--- config.mk ---
export PLATFORM = sky130hd
export DESIGN_NAME = tdc_two_step
export DESIGN_NICKNAME = d
export VERILOG_FILES = /design/src/rtl/tdc_pkg.sv /design/src/rtl/tdc_coarse_ctl.sv /design/src/rtl/tdc_therm_dec.sv /design/src/rtl/tdc_combine.sv /design/src/rtl/tdc_two_step.sv
export SDC_FILE = /design/constraint.sdc
export NUM_CORES = 1
export LEC_CHECK = 0
export ABC_AREA = 1
export BUFFER_PORTS_ARGS = -buffer_cell sky130_fd_sc_hd__buf_2
export CORE_AREA = 10 10 81 83
export DETAILED_ROUTE_END_ITERATION = 7
export DIE_AREA = 0 0 91 93
export GPL_ROUTABILITY_DRIVEN = 1
export MAX_ROUTING_LAYER = met4
export REMOVE_ABC_BUFFERS = 1
export SYNTH_ARGS = -nofsm -noshare
export SYNTH_HDL_FRONTEND = slang
export SYNTH_SLANG_ARGS = --single-unit
--- constraint.sdc ---
create_clock -name clk -period 16 [get_ports clk]
set_input_delay 1.6 -clock clk [delete_from_list [all_inputs] [get_ports clk]]
set_output_delay 1.6 -clock clk [all_outputs]
set_load 0.1 [all_outputs]
--- src/rtl/tdc_pkg.sv ---
`timescale 1ns/1ps
package tdc_pkg;
  typedef enum logic [1:0] {
    PH_IDLE  = 2'd0,
    PH_COUNT = 2'd1,
    PH_FINE  = 2'd2
  } tdc_phase_e;

  localparam int unsigned DEF_COARSE_W = 6;
  localparam int unsigned DEF_FINE_W   = 4;
  localparam int unsigned DEF_TAPS     = 16;
endpackage

--- src/rtl/tdc_coarse_ctl.sv ---
`timescale 1ns/1ps
module tdc_coarse_ctl
  import tdc_pkg::*;
#(
  parameter int unsigned CNT_W = 7
) (
  input  logic             clk,
  input  logic             rst_n,
  input  logic             start_i,
  input  logic             stop_i,
  output logic             cnt_en_o,
  output logic             fine_start_o,
  output logic             fine_stop_o,
  output logic [CNT_W-1:0] coarse_o
);
  localparam logic [CNT_W-1:0] CNT_MAX = {CNT_W{1'b1}};

  tdc_phase_e      phase_q, phase_d;
  logic            start_q;
  logic [CNT_W-1:0] cnt_q;
  logic            launch;
  logic            active;

  // A new start is accepted only from idle
  assign launch       = start_i & ~start_q & (phase_q == PH_IDLE);
  assign active       = launch | (phase_q == PH_COUNT);
  assign cnt_en_o     = active & ~stop_i;
  assign fine_start_o = active & stop_i;
  assign fine_stop_o  = (phase_q == PH_FINE);
  assign coarse_o     = cnt_q;

  always_comb begin
    phase_d = phase_q;
    if (active && stop_i)   phase_d = PH_FINE;
    else if (active)        phase_d = PH_COUNT;
    else if (phase_q == PH_FINE) phase_d = PH_IDLE;
  end

  always_ff @(posedge clk) begin
    if (!rst_n) begin
      phase_q <= PH_IDLE;
      start_q <= 1'b0;
      cnt_q   <= '0;
    end else begin
      phase_q <= phase_d;
      start_q <= start_i;
      if (launch)
        cnt_q <= {{(CNT_W-1){1'b0}}, ~stop_i};
      else if (cnt_en_o && cnt_q != CNT_MAX)
        cnt_q <= cnt_q + 1'b1;
    end
  end

  // the fine-window stop marker lasts one cycle
  p_fine_stop_pulse_r3: assert property (@(posedge clk) disable iff (!rst_n)
    fine_stop_o |=> !fine_stop_o);

  // the counter steps by one per enabled edge while counting
  p_count_step_r2: assert property (@(posedge clk) disable iff (!rst_n)
    (phase_q == PH_COUNT && !stop_i && cnt_q != CNT_MAX) |=> (cnt_q == $past(cnt_q) + 1'b1));

  // a saturated counter never wraps during a measurement
  p_count_sat_r2: assert property (@(posedge clk) disable iff (!rst_n)
    (phase_q == PH_COUNT && cnt_q == CNT_MAX) |=> (cnt_q == CNT_MAX));
endmodule

--- src/rtl/tdc_therm_dec.sv ---
`timescale 1ns/1ps
module tdc_therm_dec #(
  parameter int unsigned TAPS   = 16,
  parameter int unsigned FINE_W = 4
) (
  input  logic [TAPS-1:0]   therm_i,
  output logic [FINE_W-1:0] fine_o,
  output logic              err_o
);
  localparam int unsigned OW = $clog2(TAPS + 1);
  localparam logic [OW-1:0] FINE_MAX = OW'((1 << FINE_W) - 1);

  logic [TAPS-1:0] up_step;
  logic [OW-1:0]   raw_ones;

  // Count of ones before the first zero, starting at bit 0
  function automatic logic [OW-1:0] lead_ones(input logic [TAPS-1:0] t);
    logic          run;
    logic [OW-1:0] n;
    run = 1'b1;
    n   = '0;
    for (int i = 0; i < TAPS; i++) begin
      run = run & t[i];
      n   = n + OW'(run);
    end
    return n;
  endfunction

  function automatic logic [FINE_W-1:0] clip_fine(input logic [OW-1:0] n);
    return (n > FINE_MAX) ? FINE_MAX[FINE_W-1:0] : n[FINE_W-1:0];
  endfunction

  // A zero-to-one step between neighbours marks a broken pattern
  assign up_step[0] = 1'b0;
  for (genvar g = 1; g < TAPS; g++) begin : g_step
    assign up_step[g] = therm_i[g] & ~therm_i[g-1];
  end

  assign err_o    = |up_step;
  assign raw_ones = lead_ones(therm_i);
  assign fine_o   = clip_fine(raw_ones);

  // a clean word is counted in full
  always_comb begin
    a_clean_count_r4: assert (err_o || raw_ones == OW'($countones(therm_i)));
  end
endmodule

--- src/rtl/tdc_combine.sv ---
`timescale 1ns/1ps
module tdc_combine #(
  parameter int unsigned CNT_W  = 7,
  parameter int unsigned FINE_W = 4,
  parameter int unsigned CODE_W = 10
) (
  input  logic              clk,
  input  logic              rst_n,
  input  logic              fine_stop_i,
  input  logic [CNT_W-1:0]  coarse_i,
  input  logic [FINE_W-1:0] fine_i,
  input  logic              err_i,
  output logic              done_o,
  output logic [CODE_W-1:0] code_o,
  output logic              therm_err_o
);
  localparam int unsigned PW = CNT_W + FINE_W;
  localparam logic [PW-1:0] CODE_MAX = PW'((1 << CODE_W) - 1);

  // Coarse weight minus fine residue, clamped to the code range
  function automatic logic [CODE_W-1:0] join_code(input logic [CNT_W-1:0] m,
                                                   input logic [FINE_W-1:0] l);
    logic [PW-1:0] pos;
    logic [PW-1:0] res;
    logic [PW-1:0] diff;
    pos  = {m, {FINE_W{1'b0}}};
    res  = {{CNT_W{1'b0}}, l};
    diff = pos - res;
    if (pos < res)            return '0;
    else if (diff > CODE_MAX) return CODE_MAX[CODE_W-1:0];
    else                      return diff[CODE_W-1:0];
  endfunction

  always_ff @(posedge clk) begin
    if (!rst_n) begin
      done_o      <= 1'b0;
      code_o      <= '0;
      therm_err_o <= 1'b0;
    end else begin
      done_o <= fine_stop_i;
      if (fine_stop_i) begin
        code_o      <= join_code(coarse_i, fine_i);
        therm_err_o <= err_i;
      end
    end
  end

  // done follows the fine-window stop by one cycle
  p_done_follows_r7: assert property (@(posedge clk) disable iff (!rst_n)
    fine_stop_i |=> done_o);

  // done is a single-cycle strobe
  p_done_pulse_r7: assert property (@(posedge clk) disable iff (!rst_n)
    done_o |=> !done_o);

  // the code holds outside the done cycle
  p_code_hold_r8: assert property (@(posedge clk) disable iff (!rst_n)
    !done_o |-> $stable(code_o));

  // a zero coarse count clamps to zero
  p_neg_clamp_r5: assert property (@(posedge clk) disable iff (!rst_n)
    (fine_stop_i && coarse_i == '0) |=> (code_o == '0));
endmodule

--- src/rtl/tdc_two_step.sv ---
`timescale 1ns/1ps
module tdc_two_step
  import tdc_pkg::*;
#(
  parameter int unsigned COARSE_W = DEF_COARSE_W,
  parameter int unsigned FINE_W   = DEF_FINE_W,
  parameter int unsigned TAPS     = DEF_TAPS
) (
  input  logic                         clk,
  input  logic                         rst_n,
  input  logic                         start_i,
  input  logic                         stop_i,
  input  logic [TAPS-1:0]              therm_i,
  output logic                         cnt_en_o,
  output logic                         fine_start_o,
  output logic                         fine_stop_o,
  output logic                         done_o,
  output logic [COARSE_W+FINE_W-1:0]   code_o,
  output logic                         therm_err_o
);
  localparam int unsigned CNT_W  = COARSE_W + 1;
  localparam int unsigned CODE_W = COARSE_W + FINE_W;

  logic [CNT_W-1:0]  coarse_w;
  logic [FINE_W-1:0] fine_w;
  logic              dec_err_w;

  tdc_coarse_ctl #(.CNT_W(CNT_W)) i_ctl (
    .clk          (clk),
    .rst_n        (rst_n),
    .start_i      (start_i),
    .stop_i       (stop_i),
    .cnt_en_o     (cnt_en_o),
    .fine_start_o (fine_start_o),
    .fine_stop_o  (fine_stop_o),
    .coarse_o     (coarse_w)
  );

  tdc_therm_dec #(.TAPS(TAPS), .FINE_W(FINE_W)) i_dec (
    .therm_i (therm_i),
    .fine_o  (fine_w),
    .err_o   (dec_err_w)
  );

  tdc_combine #(.CNT_W(CNT_W), .FINE_W(FINE_W), .CODE_W(CODE_W)) i_comb (
    .clk         (clk),
    .rst_n       (rst_n),
    .fine_stop_i (fine_stop_o),
    .coarse_i    (coarse_w),
    .fine_i      (fine_w),
    .err_i       (dec_err_w),
    .done_o      (done_o),
    .code_o      (code_o),
    .therm_err_o (therm_err_o)
  );
endmodule

==> impl_metrics.csv <==
group,metric,value,unit
finish,layout.cells.non_filler,378,
cts,clkLatencyLatePin,0.26,ns
setup_path,worst_ep_arrival_time,7.19,ns
hold_path,hold_path.class,"flop to flop",
sta,report.final.slew_viol_count,0,
cts,post_cts_resized,0,
placement,hpwl,3426,µm
logic_synthesis,yosys-top-cells-area,"dfxtp_1 (23%), nand2_1 (13%), inv_1 (10%)",
power_and_ir_drop,powerDensity,69.17,nW/µm²
logic_synthesis,synth_cells,272,
detailed_routing,detailedRoute.firstPassIterationCount,4,
logic_synthesis,syn_area,1919,µm²
sta,period_minus_slack,7.031,ns
global_route,overflow,0,
logic_synthesis,synth_area_per_cell,7.056,µm²
global_route,grt_usage,10.10,%
setup_path,crit_type,"input port to flop",
cts,clk_path_buf_depth,2,
setup_path,slowest_stage,"fa_1",
sta,tns,0,ns
floorplanning,core,5010,µm²
floorplanning,rows,26,
outcome,status,"completed",
sta,tightest_slew,0.8200,ns
placement,placed_cells,375,
power_and_ir_drop,leakage,1.154,nW
setup_path,startpoint_type,"input port",
finish,diodes,0,
global_route,grt_pass1_vias,1677,
sta,period_share,43.94,%
detailed_routing,finalWirelength,3972,µm
placement,placed_area,2173,µm²
logic_synthesis,ys_types,33,
setup_path,path_max_fanout,9,
sta,rsz0062_at_grt,"no",
power_and_ir_drop,peakVddDrop,0.03904,mV
floorplanning,die_y,93,µm
detailed_routing,dr.first_iter.drc_count,51,
finish,final_cell_mix,"nand2_1 (65), inv_1 (52), buf_2 (34), nand3_1 (22), dfxtp_1 (22)",
floorplanning,ios,35,
placement,numPortBuffers,34,
detailed_routing,wire_per_inst,10.51,µm
finish,mostFrequentLayoutCell,"nand2_1",
sta,maxSlewHeadroom,45.13,%
cts,postCtsSetupBuffers,0,
floorplanning,fp.dieArea,8463,µm²
detailed_routing,drc,0,
finish,nFillCells,564,
cts,htreeDepth,1,
logic_synthesis,yosysWarnings,0,
global_route,grt_max_degree,12,
finish,final_nets,348,
sta,max_freq,0.1422,GHz
cts,cts-root-buf,"clkbuf_8",
logic_synthesis,ys_seq_elements,22,
power_and_ir_drop,power.total,0.0001532,W
detailed_routing,drt-vias-per-instance,4.468,
setup_path,endpoint_kind,"flop",
finish,area_growth,15.38,%
setup_path,cp.required,16.16,ns
logic_synthesis,synth_top_area_share,22.95,%
sta,finalHoldViolations,0,
sta,setup_viol,0,
logic_synthesis,synth_top_area_cell,"dfxtp_1",
placement,gp_congestion,0.7965,
finish,drive_gt1_share,21.43,%
detailed_routing,vias,1689,
setup_path,cp_slowest_stage_delay,0.49,ns
finish,fin_area,2215,µm²
sta,fin_worst_skew,0.001840,ns
job,max-cap-violations,0,
cts,cts_buffers,3,
detailed_routing,antenna_violating_nets_post_route,0,
cts,path_clk_slew,0.07,ns
global_route,grt_pass1_wl,7162,µm
cts,cts_tree,"built",
floorplanning,fp.dieW,91,µm
global_route,antenna_found_initial,0,
logic_synthesis,ys_seq_area_share,22.95,%
cts,cts.sinks,22,
floorplanning,initial_core_util,38.31,%
cts,holdBufCountCts,0,
[layout make-up]
cell class,instances,area [µm²],area share (%)
Inverter,58,217.7,9.831
Tap cell,70,87.58,3.955
Timing Repair Buffer,34,170.2,7.684
Sequential cell,22,440.4,19.89
Multi-Input combinational cell,191,1257,56.78
Clock buffer,3,41.29,1.864
[per-layer routing]
| metal | routed length (µm) | share of wire [%] | GRT usage, % |
|---|---|---|---|
| met5 | 0 | 0 | - |
| met4 | 55 | 1.4 | 3.133 |
| met3 | 175 | 4.4 | 2.558 |
| met2 | 1617 | 41 | 15.10 |
| met1 | 2124 | 53 | 13.09 |
[worst paths after layout]
path	startpoint	end	slack [ns]	cells after the start
setup / recovery	therm_i[0]	i_comb.code_o[9]$_SDFFE_PN0P_	8.97	29
hold / removal	i_comb.code_o[4]$_SDFFE_PN0P_	i_comb.code_o[4]$_SDFFE_PN0P_	0.45	2
setup reg to reg	i_ctl.coarse_o[0]$_SDFFE_PN0P_	i_comb.code_o[9]$_SDFFE_PN0P_	14.22	6
hold reg to reg	i_comb.code_o[4]$_SDFFE_PN0P_	i_comb.code_o[4]$_SDFFE_PN0P_	0.45	2
[power breakdown]
part,internal [W],switching (W)
Combinational,0.0000175,0.0000433
Sequential,0.0000573,0.00000171
Clock,0.0000168,0.0000166
[through the flow]
step,setup slack [ns],hold WS (ns),util [%]
after global routing,8.462,0.4672,44.21
after detailed placement,8.647,0.4357,43.38
after floorplan,9.142,0.4665,-
after CTS,8.945,0.4531,44.21
final,8.969,0.4491,44.21
after global placement,8.682,0.4333,43.38
[cells by family after synthesis]
group	after synthesis	share of synthesized area [%]
xor gates and xnor gates	4	3.586
AOI/OAI and AO/OA	29	8.801
adders and majority gates	18	15.25
buffers and inverters	59	11.54
and+or+nand+nor	140	37.87
DFF	22	22.95
[synthesized netlist by cell type]
master	number
nand2_1	65
inv_1	52
dfxtp_1	22
nand3_1	22
nor2_1	18
a21oi_1	12
o21ai_0	10
fa_1	9
ha_1	9
nor3_1	9
nand2_2	7
nand4_1	5
inv_2	4
nor2_4	4
nand3_4	3
a221oi_1	2
clkinv_1	2
xor2_2	2
a211oi_1	1
a21o_1	1
a21oi_2	1
and3_1	1
clkbuf_1	1
nand2_4	1
nand3_2	1
nand4_2	1
nor3_2	1
nor3_4	1
nor4_4	1
o221a_2	1
o22ai_1	1
xor2_1	1
xor2_4	1
[registers in the layout, indices dropped and copies added, names as in the netlist]
name / flops
i_comb.code_o: 10
i_ctl.coarse_o: 7
i_ctl.phase_q: 2
i_comb.done_o: 1
i_comb.therm_err_o: 1
i_ctl.start_q: 1
[critical path, delay by kind of cell]
kind	cells	cell delay, ns
compound gates	2	0.28
fa+ha+maj	7	3.02
xor+xnor	1	0.28
buf+inv	9	0.69
simple gates	10	1.30
(Power assumes the default switching activity.)
